--- src/rtl/regport_pkg.sv ---
package regport_pkg;
  localparam int WORD_W = 16;
  localparam int BYTE_W = 8;
  localparam int DEST_W = 2;
  localparam int PAY_W  = WORD_W - DEST_W;
  localparam int RSEL_LSB = 6;
  localparam int CSEL_LSB = 0;

  typedef enum logic [DEST_W-1:0] {
    DEST_NONE = 2'b00,
    DEST_TEST = 2'b01,
    DEST_CAL  = 2'b10,
    DEST_CTRL = 2'b11
  } dest_e;

  typedef enum logic [1:0] {
    SRC_ADC  = 2'b00,
    SRC_TEST = 2'b01,
    SRC_CAL  = 2'b10,
    SRC_STAT = 2'b11
  } rsrc_e;

  function automatic logic [WORD_W-1:0] join_halves(input logic [BYTE_W-1:0] hi,
                                                    input logic [BYTE_W-1:0] lo);
    return {hi, lo};
  endfunction

  function automatic dest_e dest_of(input logic [WORD_W-1:0] w);
    return dest_e'(w[WORD_W-1 -: DEST_W]);
  endfunction

  function automatic logic [PAY_W-1:0] payload_of(input logic [WORD_W-1:0] w);
    return w[PAY_W-1:0];
  endfunction

  function automatic logic [WORD_W-1:0] widen14(input logic [PAY_W-1:0] p);
    return {{DEST_W{1'b0}}, p};
  endfunction
endpackage

--- src/rtl/regport_wr_asm.sv ---
module regport_wr_asm
  import regport_pkg::*;
(
  input  logic              clk,
  input  logic              rst_n,
  input  logic              wr_en,
  input  logic              word_mode,
  input  logic              mode_chg,
  input  logic [WORD_W-1:0] din,
  output logic              commit,
  output logic [WORD_W-1:0] word_out,
  output logic              phase_hi
);
  logic              phase_q;
  logic [BYTE_W-1:0] low_q;
  logic              phase_eff;

  assign phase_eff = phase_q & ~mode_chg;
  assign commit    = wr_en & (word_mode | phase_eff);
  assign word_out  = word_mode ? din : join_halves(din[BYTE_W-1:0], low_q);
  assign phase_hi  = phase_q;

  always_ff @(posedge clk) begin
    if (!rst_n) begin
      phase_q <= 1'b0;
      low_q   <= '0;
    end else if (wr_en && !word_mode) begin
      if (!phase_eff) begin
        low_q   <= din[BYTE_W-1:0];
        phase_q <= 1'b1;
      end else begin
        phase_q <= 1'b0;
      end
    end else if (mode_chg || word_mode) begin
      phase_q <= 1'b0;
    end
  end
endmodule

--- src/rtl/regport_bank.sv ---
module regport_bank
  import regport_pkg::*;
#(
  parameter int CSEL_W = 2,
  localparam int SLOTS = 1 << CSEL_W
) (
  input  logic                   clk,
  input  logic                   rst_n,
  input  logic                   commit,
  input  logic [WORD_W-1:0]      word_in,
  output logic [PAY_W-1:0]       test_q,
  output logic [PAY_W-1:0]       ctrl_q,
  output logic [SLOTS*PAY_W-1:0] cal_flat,
  output logic [PAY_W-1:0]       cal_rd,
  output logic [1:0]             rd_sel,
  output logic [CSEL_W-1:0]      cal_sel,
  output logic                   wr_null
);
  dest_e            dest;
  logic [PAY_W-1:0] pay;
  logic             wr_test, wr_cal, wr_ctrl;

  assign dest    = dest_of(word_in);
  assign pay     = payload_of(word_in);
  assign wr_test = commit && (dest == DEST_TEST);
  assign wr_cal  = commit && (dest == DEST_CAL);
  assign wr_ctrl = commit && (dest == DEST_CTRL);
  assign wr_null = commit && (dest == DEST_NONE);

  assign rd_sel  = ctrl_q[RSEL_LSB +: 2];
  assign cal_sel = ctrl_q[CSEL_LSB +: CSEL_W];

  always_ff @(posedge clk) begin
    if (!rst_n) begin
      test_q <= '0;
      ctrl_q <= '0;
    end else begin
      if (wr_test) test_q <= pay;
      if (wr_ctrl) ctrl_q <= pay;
    end
  end

  for (genvar s = 0; s < SLOTS; s++) begin : g_slot
    logic [PAY_W-1:0] slot_q;
    always_ff @(posedge clk) begin
      if (!rst_n)                             slot_q <= '0;
      else if (wr_cal && cal_sel == CSEL_W'(s)) slot_q <= pay;
    end
    assign cal_flat[s*PAY_W +: PAY_W] = slot_q;
  end

  assign cal_rd = cal_flat[cal_sel*PAY_W +: PAY_W];
endmodule

--- src/rtl/regport_rd_seq.sv ---
module regport_rd_seq
  import regport_pkg::*;
#(
  parameter int ADC_W = 12
) (
  input  logic              clk,
  input  logic              rst_n,
  input  logic              rd_en,
  input  logic              word_mode,
  input  logic              mode_chg,
  input  logic [1:0]        rd_sel,
  input  logic [ADC_W-1:0]  adc_result,
  input  logic [PAY_W-1:0]  test_q,
  input  logic [PAY_W-1:0]  cal_rd,
  input  logic [PAY_W-1:0]  status_word,
  output logic [WORD_W-1:0] dout,
  output logic              phase_hi
);
  logic [WORD_W-1:0] rd_word;
  logic [BYTE_W-1:0] hold_q;
  logic              phase_q;
  logic              phase_eff;

  always_comb begin
    case (rsrc_e'(rd_sel))
      SRC_ADC:  rd_word = {{(WORD_W-ADC_W){1'b0}}, adc_result};
      SRC_TEST: rd_word = widen14(test_q);
      SRC_CAL:  rd_word = widen14(cal_rd);
      default:  rd_word = widen14(status_word);
    endcase
  end

  assign phase_eff = phase_q & ~mode_chg;
  assign phase_hi  = phase_q;

  always_ff @(posedge clk) begin
    if (!rst_n) begin
      dout    <= '0;
      hold_q  <= '0;
      phase_q <= 1'b0;
    end else if (rd_en) begin
      if (word_mode) begin
        dout    <= rd_word;
        phase_q <= 1'b0;
      end else if (!phase_eff) begin
        dout    <= {{BYTE_W{1'b0}}, rd_word[BYTE_W-1:0]};
        hold_q  <= rd_word[WORD_W-1:BYTE_W];
        phase_q <= 1'b1;
      end else begin
        dout    <= {{BYTE_W{1'b0}}, hold_q};
        phase_q <= 1'b0;
      end
    end else if (mode_chg || word_mode) begin
      phase_q <= 1'b0;
    end
  end
endmodule

--- src/rtl/regport_top.sv ---
module regport_top
  import regport_pkg::*;
#(
  parameter int ADC_W  = 12,
  parameter int CSEL_W = 2,
  localparam int SLOTS = 1 << CSEL_W
) (
  input  logic              clk,
  input  logic              rst_n,
  input  logic              word_mode,
  input  logic              wr_en,
  input  logic              rd_en,
  input  logic [15:0]       din,
  input  logic [ADC_W-1:0]  adc_result,
  input  logic [13:0]       status_word,
  output logic [15:0]       dout
);
  logic                   mode_q;
  logic                   mode_chg;
  logic                   commit;
  logic [WORD_W-1:0]      word_asm;
  logic [1:0]             commit_dest;
  logic                   wr_phase, rd_phase, wr_null;
  logic [PAY_W-1:0]       test_q, ctrl_q, cal_rd;
  logic [SLOTS*PAY_W-1:0] cal_flat;
  logic [1:0]             rd_sel;
  logic [CSEL_W-1:0]      cal_sel;

  always_ff @(posedge clk) begin
    if (!rst_n) mode_q <= 1'b1;
    else        mode_q <= word_mode;
  end
  assign mode_chg    = word_mode ^ mode_q;
  assign commit_dest = word_asm[WORD_W-1 -: DEST_W];

  regport_wr_asm u_wr (
    .clk(clk), .rst_n(rst_n), .wr_en(wr_en), .word_mode(word_mode),
    .mode_chg(mode_chg), .din(din), .commit(commit), .word_out(word_asm),
    .phase_hi(wr_phase)
  );

  regport_bank #(.CSEL_W(CSEL_W)) u_bank (
    .clk(clk), .rst_n(rst_n), .commit(commit), .word_in(word_asm),
    .test_q(test_q), .ctrl_q(ctrl_q), .cal_flat(cal_flat), .cal_rd(cal_rd),
    .rd_sel(rd_sel), .cal_sel(cal_sel), .wr_null(wr_null)
  );

  regport_rd_seq #(.ADC_W(ADC_W)) u_rd (
    .clk(clk), .rst_n(rst_n), .rd_en(rd_en), .word_mode(word_mode),
    .mode_chg(mode_chg), .rd_sel(rd_sel), .adc_result(adc_result),
    .test_q(test_q), .cal_rd(cal_rd), .status_word(status_word),
    .dout(dout), .phase_hi(rd_phase)
  );
endmodule

--- config.mk ---
export PLATFORM = sky130hd
export DESIGN_NAME = regport_top
export DESIGN_NICKNAME = d
export VERILOG_FILES = /design/src/rtl/regport_pkg.sv /design/src/rtl/regport_wr_asm.sv /design/src/rtl/regport_bank.sv /design/src/rtl/regport_rd_seq.sv /design/src/rtl/regport_top.sv
export SDC_FILE = /design/constraint.sdc
export NUM_CORES = 1
export LEC_CHECK = 0
export BUFFER_PORTS_ARGS = -buffer_cell sky130_fd_sc_hd__buf_2
export CORE_ASPECT_RATIO = 1.1
export CORE_UTILIZATION = 58
export CTS_BUF_LIST = sky130_fd_sc_hd__clkbuf_16
export DETAILED_ROUTE_END_ITERATION = 8
export PLACE_DENSITY = 0.79
export SLEW_MARGIN = 15
export SYNTH_ARGS = -nofsm -noshare
export SYNTH_HDL_FRONTEND = slang
export SYNTH_HIERARCHICAL = 1
export SYNTH_SLANG_ARGS = --single-unit
--- constraint.sdc ---
create_clock -name clk -period 3 [get_ports clk]
set_clock_uncertainty 0.05 [all_clocks]
set_input_delay 0.3 -clock clk [delete_from_list [all_inputs] [get_ports clk]]
set_output_delay 0.3 -clock clk [all_outputs]
set_load 0.02 [all_outputs]
==> key figures <==
Status
  • Status: finished, final reports clean

Floorplan
  • DIE HEIGHT: 99 um
  • Die width: 90.2 um
  • CORE AREA: 8320 um^2
  • Die ar.: 8930 um^2
  • Row count: 35
  • # IOs: 63
  • Initial core utilization: 59.6%

Routing
  • Routed len/inst: 18.0 um
  • Final antenna-violating net count: 0
  • Vias after detailed routing: 3573
  • Total length of routed wires: 11.1 mm
  • Drt drc: 0
  • Iter 0 DRT Violations: 209
  • Pre-antenna DRT Iters: 4
  • Drt via density: 5.77

Place
  • Cell Area, Placed: 5230 um^2
  • I/O Buffers: 60
  • Post-detail-place hpwl: 8.11 mm
  • Gpl congestion: 0.858

Clock tree
  • Clk_lat worst skew: 340 ps
  • Post-CTS sizing: 0
  • Root buf cell: clkbuf_16
  • CTS Hold Buffers Added: 0
  • CTS buffer count: 9
  • H-tree Lvls: 3
  • Clk buf depth: 2
  • Setup Fix Bufs, Post-CTS: 0
  • CTS tree: done
  • Sink Count: 105
  • Clock transition at path regs: 70 ps

Worst setup path
  • Startpoint types: flop
  • WP data required: 3170 ps
  • Worst setup EP type: flop
  • Critical-path cell list: mux4_2, mux4_1, a221o_1
  • WP buf/inv: 0
  • Worst stage delay on the critical path: 930 ps
  • CP Data Arrival Time: 2680 ps
  • CP max FO: 14
  • Crit Path Category: flop to flop
  • Crit-path slowest cell: dfxtp_1
  • CP delay by family, top: multiplexers

GRT
  • Antenna violations before repair: 0
  • Vias in the first global route: 3595
  • Total track usage: 26.0%
  • Pin count of the biggest net entering global routing: 69
  • First-pass GRT wire length: 18.1 mm
  • Total grt overflow: 0

Yosys
  • Syn_area_per_cell: 10.7 um^2
  • Synth Cell Area: 4960 um^2
  • Cell count after synthesis: 464
  • Yosys warning total: 6

Final layout
  • Fin nets: 550
  • Fin area: 5530 um^2
  • Layout fillers: 625
  • Storage cell area: 2100 um^2
  • Area Overhead vs Synth: 11.5%
  • Diodes inserted: 0
  • Multi-input logic area: 2580 um^2
  • Fraction of layout cells with a size suffix above 1: 26.2%

Power and ir drop
  • Pwr dens: 515 nW/um^2
  • Leakage: 2.23 nW
  • Worst ir drop on vdd: 0.264 mV

STA
  • Setup violators final: 0
  • Slew Limit Fails: 0
  • Max_slew headroom: 31.2%
  • Final min period: 2510 ps
  • Final hold violations: 0
  • Tightest Pin Transition: 1030 ps
  • Setup TNS: 0 ps
  • F_max: 0.398 GHz
  • Tcrit/Tclk final: 83.7%
  • RSZ-0062 raised after global routing: no

Min path
  • Worst min path class: primary input to flop

Flow run
  • Max_cap viols: 0
## worst register-to-register path, stage by stage, from the launching register on
cell	delay, ps
dfxtp_1	930
mux4_2	610
mux4_1	500
a221o_1	310
## state kept, by name (all words and copies together), names as in the netlist
register and cells:
mode_q 1, u_bank/ctrl_q 4, u_bank/g_slot.slot_q 56, u_bank/test_q 14, u_rd/dout 14, u_rd/hold_q 6
u_rd/phase_hi 1, u_wr/low_q 8, u_wr/phase_hi 1
## path summary, 6_finish.rpt
kind	from	end	slack (ps)	cells past startpoint
worst max-delay path	u_bank/ctrl_q[0]	u_rd/dout[0]	490	3
worst min-delay path	din[3]	u_wr/low_q[3]	180	3
worst max register to register	u_bank/ctrl_q[0]	u_rd/dout[0]	490	3
worst min register to register	u_bank/g_slot[0].slot_q[13]	u_bank/g_slot[0].slot_q[13]	410	2
## layout by cell type (no fill, tap or decap), drive strengths merged, types with 2 or more instances in the layout
cell type	instances
a211oi	2
nor4	2
a221o	6
inv	3
clkbuf	9
o2bb2ai	4
and3	3
nand2	127
a21boi	18
a22o	2
nor2b	3
conb	2
xnor2	2
and2	7
buf	71
mux2i	64
a22oi	2
clkinv	6
mux2	18
a32o	4
nand2b	2
mux4	26
a21oi	2
nand3	4
nor3b	2
o21ai	2
dfxtp	105
## final cells by class
type / count / share of cell area, %
multi-input combinational: 314 / 46.7
sequential: 105 / 38.0
timing repair buffer: 71 / 7.19
clock buffer: 9 / 4.07
tap: 111 / 2.51
clock inverter: 7 / 1.36
inverter: 2 / 0.136
## power by group
group          leakage [nW]  internal [mW]  switching [mW]  total, mW
combinational          1.23          0.110           0.147      0.258
clock                 0.147          0.588           0.558       1.15
sequential            0.851           1.42          0.0226       1.45
total                  2.23           2.12           0.728       2.85
## metal layers
metal / vias to the layer above / GRT usage (%) / wire, um
met2: 89 / 45.0 / 5440
met1: 1750 / 31.5 / 4890
met3: 21 / 3.86 / 433
met5: - / 0 / 0
met4: 0 / 13.5 / 381
li1: 1713 / - / -
## through the flow
stage	worst slack [ps]	hold slack (ps)	std cells	util, %	total power [mW]
2_1_floorplan	795	323	465	-	1.65
3_3_place_gp	510	389	603	62.9	1.72
3_5_place_dp	454	399	603	62.9	1.73
4_1_cts	455	166	619	66.5	2.87
5_1_grt	325	188	619	66.5	2.94
6_report	489	176	619	66.5	2.85
No activity file was read; power rests on OpenSTA's default activity.
